File: src/rtl/isc_pkg.sv
package isc_pkg;
    localparam int PRIO_W = 8;
    localparam logic [PRIO_W-1:0] PRIO_OFF = 8'hFF;

    typedef enum logic [1:0] {
        OP_SET = 2'd0,
        OP_GET = 2'd1,
        OP_OFF = 2'd2,
        OP_ON  = 2'd3
    } isc_op_e;

    typedef enum logic {
        S_IDLE = 1'b0,
        S_SCAN = 1'b1
    } isc_scan_e;
endpackage

File: src/rtl/isc_slot.sv
module isc_slot
    import isc_pkg::*;
#(
    parameter int   SRV_W  = 4,
    parameter logic IS_LSI = 1'b0
) (
    input  logic              clk,
    input  logic              rst_n,
    input  logic              ev_stb,
    input  logic              ev_val,
    input  logic              cfg_we,
    input  isc_op_e           cfg_op,
    input  logic [SRV_W-1:0]  cfg_server,
    input  logic [PRIO_W-1:0] cfg_prio,
    input  logic              rej,
    input  logic              eoi,
    input  logic              scan_hit,
    input  logic              take,
    output logic              fire,
    output logic [SRV_W-1:0]  server,
    output logic [PRIO_W-1:0] prio
);
    logic [SRV_W-1:0]  server_q, server_d;
    logic [PRIO_W-1:0] prio_q, prio_d, saved_q, saved_d;
    logic asserted_q, asserted_d, sent_q, sent_d;
    logic rej_q, rej_d, mpend_q, mpend_d, fire_q, fire_d;

    always_comb begin
        server_d   = server_q;
        prio_d     = prio_q;
        saved_d    = saved_q;
        asserted_d = asserted_q;
        sent_d     = sent_q;
        rej_d      = rej_q;
        mpend_d    = mpend_q;
        fire_d     = fire_q;
        if (take) fire_d = 1'b0;
        if (rej) begin
            rej_d  = 1'b1;
            sent_d = 1'b0;
        end
        if (eoi && IS_LSI) sent_d = 1'b0;
        if (cfg_we) begin
            unique case (cfg_op)
                OP_SET: begin
                    server_d = cfg_server;
                    prio_d   = cfg_prio;
                    saved_d  = cfg_prio;
                end
                OP_OFF: begin
                    prio_d  = PRIO_OFF;
                    saved_d = prio_q;
                end
                OP_ON: begin
                    prio_d  = saved_q;
                    saved_d = saved_q;
                end
                default: ;
            endcase
        end
        if (IS_LSI) begin
            if (ev_stb) asserted_d = ev_val;
            if ((ev_stb || cfg_we || scan_hit) && prio_d != PRIO_OFF
                && asserted_d && !sent_d) begin
                sent_d = 1'b1;
                fire_d = 1'b1;
            end
        end else begin
            if (ev_stb && ev_val) begin
                if (prio_d == PRIO_OFF) mpend_d = 1'b1;
                else                    fire_d  = 1'b1;
            end
            if (cfg_we && mpend_d && prio_d != PRIO_OFF) begin
                mpend_d = 1'b0;
                fire_d  = 1'b1;
            end
            if (scan_hit && rej_d) begin
                rej_d = 1'b0;
                if (prio_d != PRIO_OFF) fire_d = 1'b1;
            end
        end
    end

    always_ff @(posedge clk or negedge rst_n) begin
        if (!rst_n) begin
            server_q   <= '0;
            prio_q     <= PRIO_OFF;
            saved_q    <= PRIO_OFF;
            asserted_q <= 1'b0;
            sent_q     <= 1'b0;
            rej_q      <= 1'b0;
            mpend_q    <= 1'b0;
            fire_q     <= 1'b0;
        end else begin
            server_q   <= server_d;
            prio_q     <= prio_d;
            saved_q    <= saved_d;
            asserted_q <= asserted_d;
            sent_q     <= sent_d;
            rej_q      <= rej_d;
            mpend_q    <= mpend_d;
            fire_q     <= fire_d;
        end
    end

    assign fire   = fire_q;
    assign server = server_q;
    assign prio   = prio_q;

    AST_SENT_NEEDS_LEVEL: assert property (@(posedge clk) disable iff (!rst_n)
        $rose(sent_q) |-> (asserted_q && prio_q != PRIO_OFF));
    AST_PRIO_ONLY_BY_CMD: assert property (@(posedge clk) disable iff (!rst_n)
        !cfg_we |=> $stable(prio_q));
endmodule

File: src/rtl/isc_scan.sv
module isc_scan
    import isc_pkg::*;
#(
    parameter int NSRC = 8
) (
    input  logic            clk,
    input  logic            rst_n,
    input  logic            resend_req,
    input  logic            stall,
    output logic [NSRC-1:0] hit
);
    localparam int IW = (NSRC > 1) ? $clog2(NSRC) : 1;
    localparam logic [IW-1:0] LAST = IW'(NSRC - 1);

    isc_scan_e state_q, state_d;
    logic [IW-1:0] idx_q, idx_d;
    logic again_q, again_d;

    always_comb begin
        state_d = state_q;
        idx_d   = idx_q;
        again_d = again_q;
        unique case (state_q)
            S_IDLE: begin
                if (resend_req) begin
                    state_d = S_SCAN;
                    idx_d   = '0;
                    again_d = 1'b0;
                end
            end
            S_SCAN: begin
                if (resend_req) again_d = 1'b1;
                if (!stall) begin
                    if (idx_q == LAST) begin
                        idx_d = '0;
                        if (again_q || resend_req) again_d = 1'b0;
                        else                       state_d = S_IDLE;
                    end else begin
                        idx_d = idx_q + 1'b1;
                    end
                end
            end
            default: state_d = S_IDLE;
        endcase
    end

    always_ff @(posedge clk or negedge rst_n) begin
        if (!rst_n) begin
            state_q <= S_IDLE;
            idx_q   <= '0;
            again_q <= 1'b0;
        end else begin
            state_q <= state_d;
            idx_q   <= idx_d;
            again_q <= again_d;
        end
    end

    always_comb begin
        hit = '0;
        if (state_q == S_SCAN && !stall) hit[idx_q] = 1'b1;
    end

    AST_SCAN_HOLDS: assert property (@(posedge clk) disable iff (!rst_n)
        (state_q == S_SCAN && stall) |=> $stable(idx_q));
    AST_SCAN_ONE_HIT: assert property (@(posedge clk) disable iff (!rst_n)
        $onehot0(hit));
endmodule

File: src/rtl/isc_pick.sv
module isc_pick
    import isc_pkg::*;
#(
    parameter int NSRC  = 8,
    parameter int SRV_W = 4,
    parameter int NUM_W = 8,
    parameter int BASE  = 16
) (
    input  logic                        clk,
    input  logic                        rst_n,
    input  logic [NSRC-1:0]             fire,
    input  logic [NSRC-1:0][PRIO_W-1:0] prio_a,
    input  logic [NSRC-1:0][SRV_W-1:0]  srv_a,
    output logic [NSRC-1:0]             take,
    output logic                        dlv_valid,
    input  logic                        dlv_ready,
    output logic [NUM_W-1:0]            dlv_num,
    output logic [SRV_W-1:0]            dlv_server,
    output logic [PRIO_W-1:0]           dlv_prio
);
    localparam int IW = (NSRC > 1) ? $clog2(NSRC) : 1;

    logic [IW-1:0] sel;
    logic any, free;

    always_comb begin
        sel = '0;
        any = 1'b0;
        for (int i = NSRC - 1; i >= 0; i--) begin
            if (fire[i]) begin
                sel = IW'(i);
                any = 1'b1;
            end
        end
        free = !dlv_valid || dlv_ready;
        take = '0;
        if (free && any) take[sel] = 1'b1;
    end

    always_ff @(posedge clk or negedge rst_n) begin
        if (!rst_n) begin
            dlv_valid  <= 1'b0;
            dlv_num    <= '0;
            dlv_server <= '0;
            dlv_prio   <= PRIO_OFF;
        end else if (free) begin
            dlv_valid <= any && (prio_a[sel] != PRIO_OFF);
            if (any) begin
                dlv_num    <= NUM_W'(BASE) + NUM_W'(sel);
                dlv_server <= srv_a[sel];
                dlv_prio   <= prio_a[sel];
            end
        end
    end

    AST_NO_MASKED_DLV: assert property (@(posedge clk) disable iff (!rst_n)
        dlv_valid |-> dlv_prio != PRIO_OFF);
    AST_DLV_IN_WINDOW: assert property (@(posedge clk) disable iff (!rst_n)
        dlv_valid |-> (32'(dlv_num) >= BASE && 32'(dlv_num) < BASE + NSRC));
    AST_DLV_HOLD: assert property (@(posedge clk) disable iff (!rst_n)
        (dlv_valid && !dlv_ready) |=> (dlv_valid && $stable(dlv_num)
            && $stable(dlv_server) && $stable(dlv_prio)));
endmodule

File: src/rtl/isc_top.sv
module isc_top
    import isc_pkg::*;
#(
    parameter int              NSRC     = 8,
    parameter int              NSERVERS = 4,
    parameter int              SRV_W    = 4,
    parameter int              NUM_W    = 8,
    parameter int              BASE     = 16,
    parameter logic [NSRC-1:0] LSI_MASK = 8'hF0
) (
    input  logic              clk,
    input  logic              rst_n,
    input  logic [NSRC-1:0]   ev_stb,
    input  logic [NSRC-1:0]   ev_val,
    input  logic              cmd_valid,
    input  logic [1:0]        cmd_op,
    input  logic [NUM_W-1:0]  cmd_num,
    input  logic [SRV_W-1:0]  cmd_server,
    input  logic [7:0]        cmd_prio,
    output logic              rsp_valid,
    output logic              rsp_err,
    output logic [SRV_W-1:0]  rsp_server,
    output logic [7:0]        rsp_prio,
    input  logic              rej_valid,
    input  logic [NUM_W-1:0]  rej_num,
    input  logic              eoi_valid,
    input  logic [NUM_W-1:0]  eoi_num,
    input  logic              resend_req,
    output logic              dlv_valid,
    input  logic              dlv_ready,
    output logic [NUM_W-1:0]  dlv_num,
    output logic [SRV_W-1:0]  dlv_server,
    output logic [7:0]        dlv_prio
);
    localparam int IW = (NSRC > 1) ? $clog2(NSRC) : 1;

    function automatic logic in_win(input logic [NUM_W-1:0] n);
        return (32'(n) >= BASE) && (32'(n) < BASE + NSRC);
    endfunction

    function automatic logic [IW-1:0] to_idx(input logic [NUM_W-1:0] n);
        return IW'(n - NUM_W'(BASE));
    endfunction

    isc_op_e op;
    logic cmd_in, cmd_ok;
    logic [IW-1:0] cmd_idx, rej_idx, eoi_idx;
    logic [NSRC-1:0] cfg_we, rej_v, eoi_v, hit, take, fire;
    logic [NSRC-1:0][PRIO_W-1:0] prio_a;
    logic [NSRC-1:0][SRV_W-1:0]  srv_a;

    assign op      = isc_op_e'(cmd_op);
    assign cmd_in  = in_win(cmd_num);
    assign cmd_ok  = cmd_in && (op != OP_SET || 32'(cmd_server) < NSERVERS);
    assign cmd_idx = to_idx(cmd_num);
    assign rej_idx = to_idx(rej_num);
    assign eoi_idx = to_idx(eoi_num);

    always_comb begin
        cfg_we = '0;
        rej_v  = '0;
        eoi_v  = '0;
        if (cmd_valid && cmd_ok && op != OP_GET) cfg_we[cmd_idx] = 1'b1;
        if (rej_valid && in_win(rej_num))        rej_v[rej_idx]  = 1'b1;
        if (eoi_valid && in_win(eoi_num))        eoi_v[eoi_idx]  = 1'b1;
    end

    generate
        for (genvar g = 0; g < NSRC; g++) begin : g_src
            isc_slot #(.SRV_W(SRV_W), .IS_LSI(LSI_MASK[g])) u_slot (
                .clk(clk), .rst_n(rst_n),
                .ev_stb(ev_stb[g]), .ev_val(ev_val[g]),
                .cfg_we(cfg_we[g]), .cfg_op(op),
                .cfg_server(cmd_server), .cfg_prio(cmd_prio),
                .rej(rej_v[g]), .eoi(eoi_v[g]),
                .scan_hit(hit[g]), .take(take[g]),
                .fire(fire[g]), .server(srv_a[g]), .prio(prio_a[g])
            );
        end
    endgenerate

    isc_scan #(.NSRC(NSRC)) u_scan (
        .clk(clk), .rst_n(rst_n), .resend_req(resend_req),
        .stall(dlv_valid), .hit(hit)
    );

    isc_pick #(.NSRC(NSRC), .SRV_W(SRV_W), .NUM_W(NUM_W), .BASE(BASE)) u_pick (
        .clk(clk), .rst_n(rst_n), .fire(fire), .prio_a(prio_a), .srv_a(srv_a),
        .take(take), .dlv_valid(dlv_valid), .dlv_ready(dlv_ready),
        .dlv_num(dlv_num), .dlv_server(dlv_server), .dlv_prio(dlv_prio)
    );

    always_ff @(posedge clk or negedge rst_n) begin
        if (!rst_n) begin
            rsp_valid  <= 1'b0;
            rsp_err    <= 1'b0;
            rsp_server <= '0;
            rsp_prio   <= '0;
        end else begin
            rsp_valid  <= cmd_valid;
            rsp_err    <= cmd_valid && !cmd_ok;
            rsp_server <= cmd_in ? srv_a[cmd_idx] : '0;
            rsp_prio   <= cmd_in ? prio_a[cmd_idx] : '0;
        end
    end

    AST_RSP_FOLLOWS_CMD: assert property (@(posedge clk) disable iff (!rst_n)
        cmd_valid |=> rsp_valid);
endmodule

File: config.mk
export PLATFORM = sky130hd
export DESIGN_NAME = isc_top
export DESIGN_NICKNAME = d
export VERILOG_FILES = /design/src/rtl/isc_pkg.sv /design/src/rtl/isc_slot.sv /design/src/rtl/isc_scan.sv /design/src/rtl/isc_pick.sv /design/src/rtl/isc_top.sv
export SDC_FILE = /design/constraint.sdc
export NUM_CORES = 1
export LEC_CHECK = 0
export BUFFER_PORTS_ARGS = -buffer_cell sky130_fd_sc_hd__buf_2
export CORE_ASPECT_RATIO = 0.75
export CORE_MARGIN = 2
export CORE_UTILIZATION = 60
export DETAILED_ROUTE_END_ITERATION = 10
export MAX_ROUTING_LAYER = met4
export PLACE_DENSITY = 0.81
export SLEW_MARGIN = 40
export SYNTH_ARGS = -nofsm -noshare
export SYNTH_HDL_FRONTEND = slang
export SYNTH_SLANG_ARGS = --single-unit
export TNS_END_PERCENT = 30
File: constraint.sdc
create_clock -name clk -period 3.2 [get_ports clk]
set_input_delay 0 -clock clk [delete_from_list [all_inputs] [get_ports clk]]
set_output_delay 0 -clock clk [all_outputs]
set_load 0.1 [all_outputs]
==> qor.yml <==
worst_setup_path:
  required_ns: 3.65
  crit_type: "input pin to flop"
  worstSetupEndpointType: "flop"
  arrival_ns: 3.44
  r2r_setup_slack_ns: 0.30
  r2r-start: "u_pick.dlv_valid"
  cp_max_fo: 12
  cp-startpoint: "cmd_num[4]"
  crit_end: "g_src[0].u_slot.fire"
  cp-start-kind: "input pin"
  rr_endpoint: "g_src[0].u_slot.fire"
  reg2reg_depth: 8
global_route:
  grt_pass1_vias: 10270
  grt_pass1_wl_um: 60380
  antenna_found_initial: 0
  globalRouteTotalUtil: 0.4069
  grt_start_max_net_pins: 103
  overflow: 0
clock_tree:
  clk_latency_ns: 0.52
  h-tree-depth: 1
  clock-root-buffer: "clkbuf_16"
  cts_tree: "built"
  numCtsBuffers: 22
  cts_setup_buffers: 0
  cts_buffer_depth: 3
  cts.clk_slew.worst_paths_ns: 0.06
  clock-sinks: 220
logic_synthesis:
  synth_seq_cells: 220
  yosys.area.top_type: "dfstp_2"
  synth_cell_types: 67
  synthTopCellsByArea: "dfstp_2 31%, dfrtp_1 18%, a21oi_1 6.8%, o21ai_0 6.6%, nor2_1 4.0%"
  synthCells: 1264
  yosysWarningCount: 0
  syn_area_per_cell_sq_um: 9.065
  yosysSeqAreaShare: 0.4953
  synth_enable_flop_cells: 0
  ys_async_sr_fraction: 1.000
  synth_top_area_frac: 0.3119
  syn_area_sq_um: 11460
  ys.flop_type: "dfstp_2"
die:
  core_area_sq_um: 18620
  dieArea_sq_um: 20230
  pin_count: 96
  die_x_um: 163.6
  row_count: 43
  initial_core_util: 0.6155
  die_y_um: 123.7
drt:
  antenna_left: 0
  drt-pass1-iter-count: 6
  viasPerCell: 6.651
  drt-initial-drc-count: 1761
  drc: 0
  wire_per_inst_um: 24.16
  vias: 10780
  drt_wl_total_um: 39130
power_and_ir_drop:
  p_switching_uw: 2255
  peakVddDrop_v: 0.0004078
  pwr-share-comb: 0.176
  p_sw_frac: 0.3104
  share_seq_of_total_power: 0.438
  clkPwrFrac: 0.386
  leakage_uw: 0.005489
  p_int_uw: 5011
  powerDensity_nw_per_um2: 544.9
  p_total_uw: 7267
cells_and_area:
  drive_gt1_frac: 0.2600
  syn2layout_area_growth_pct: 16.39
  insertedDiodeCount: 0
  final_common_cell: "a21oi_1"
  layout.nets: 1420
  layout_common_cells: "155 x a21oi_1, 151 x o21ai_0, 136 x dfstp_2"
  finish.utilization: 0.7164
  fill_cells: 1411
outcome:
  status: "complete, no violations"
sta:
  fin_worst_skew_ns: 0.01155
  drv_slew: 0
  tightest_slew_ns: 0.7947
  final.setup.tns_ns: 0
  setup_ws_ns: 0.2112
  min_period_ns: 2.989
  fin_hold_ws_ns: 0.03222
  rsz0062_at_grt: "no"
  max_freq_ghz: 0.3346
  slew_headroom: 0.4565
  final_hold_viol_count: 0
  period_share: 0.9340
  setup_viol: 0
place:
  numPortBuffers: 91
  preCtsSetupSlack_ns: 0.5600
  gp_congestion: 1.032
  dpl.hpwl_um: 27060
worst_hold_path:
  hold_path.class: "input pin to flop"
  holdCritStartpoint: "ev_stb[6]"
job:
  drv_cap: 0
metrics by stage:
| stage | cell area [sq um] | cells |
|---|---|---|
| floorplan | 11470 | 1267 |
| global placement | 12120 | 1541 |
| detailed placement | 12160 | 1542 |
| CTS | 13330 | 1620 |
| global route | 13340 | 1620 |
| finish | 13340 | 1620 |
flip-flops by register name (all words and copies together) (netlist names):
signal,cells
g_src.u_slot.fire,8
g_src.u_slot.server,32
rsp_server,4
u_pick.dlv_valid,1
g_src.u_slot.rej_q,4
rsp_prio,8
rsp_valid,1
g_src.u_slot.mpend_q,4
g_src.u_slot.sent_q,4
u_pick.dlv_server,4
u_scan.again_q,1
u_scan.state_q,1
u_scan.idx_q,3
g_src.u_slot.prio,64
rsp_err,1
u_pick.dlv_prio,8
g_src.u_slot.saved_q,64
g_src.u_slot.asserted_q,4
u_pick.dlv_num,4
worst max-delay path, cell delays in order:
cell,delay [ns]
dlygate4sd3_1,0.54
buf_2,0.13
nand2_1,0.12
or4b_1,0.72
nor3_4,0.29
buf_4,0.26
a221oi_1,0.09
dlygate4sd3_1,0.57
o21ai_0,0.15
dlygate4sd3_1,0.58
worst min-delay path by stage:
stage / cells past startpoint / slack, ns / endpoint
final: 5 / 0.03 / g_src[6].u_slot.fire
after global routing: 4 / 0.05 / g_src[7].u_slot.fire
after CTS: 5 / 0.03 / g_src[3].u_slot.rej_q
after detailed placement: 1 / -0.02 / g_src[6].u_slot.asserted_q
after global placement: 1 / 0.16 / g_src[7].u_slot.asserted_q
after floorplan: 0 / -0.30 / g_src[0].u_slot.fire
layer usage:
metal	wire (um)	GRT usage
met5	0	-
met3	5176	0.1076
met1	16080	0.5813
met2	16680	0.5728
met4	1196	0.1217
logic make-up (layout without fill, tap and decap cells):
kind of cell,Yosys count,in the layout,share of synthesized area
adder cells (fa/ha/maj),2,2,0.002184
AO/OA/AOI/OAI,452,452,0.2315
AND/OR/NAND/NOR,421,421,0.1806
buffers and inverters,125,231,0.04510
flip-flops,220,220,0.4953
other,1,4,0.0003273
multiplexers,43,43,0.04499
cell usage after synthesis, types with 12 or more instances:
cell type / count
nand3_1: 27
nor3_1: 25
nand2b_1: 13
o211ai_1: 21
nand4_1: 26
nor2b_1: 26
dfrtp_1: 84
inv_1: 28
buf_1: 12
nand2_1: 111
a211oi_1: 34
clkbuf_1: 62
mux2_2: 28
and3_1: 19
o21ai_0: 151
nor2_1: 121
a21oi_1: 155
dfstp_2: 136
o22ai_1: 18
buf_2: 14
power groups by stage:
stage	Sequential [uW]	Combinational [uW]	Clock, uW
after floorplan	3440	579	0
after global placement	3210	1190	0
after detailed placement	3220	1200	0
after CTS	3170	1250	2810
after global routing	3190	1360	2940
final	3180	1280	2810
repair_timing:
item / CTS / global route
hold endpoints to repair: 174 / 0
setup endpoints to repair: 0 / 0
gates resized for setup: 0 / 0
hold buffers: 38 / 0
layout make-up:
class | instances | area (sq um) | share of cell area
clock inverter | 7 | 90.09 | 0.006755
multi-input combinational | 922 | 5304 | 0.3977
sequential | 220 | 5675 | 0.4256
inverter | 28 | 105.1 | 0.007881
timing repair buffer | 163 | 1159 | 0.08688
clock buffer | 33 | 694.4 | 0.05207
tap | 247 | 309.0 | 0.02317
Power figures use the tool's default switching activity.
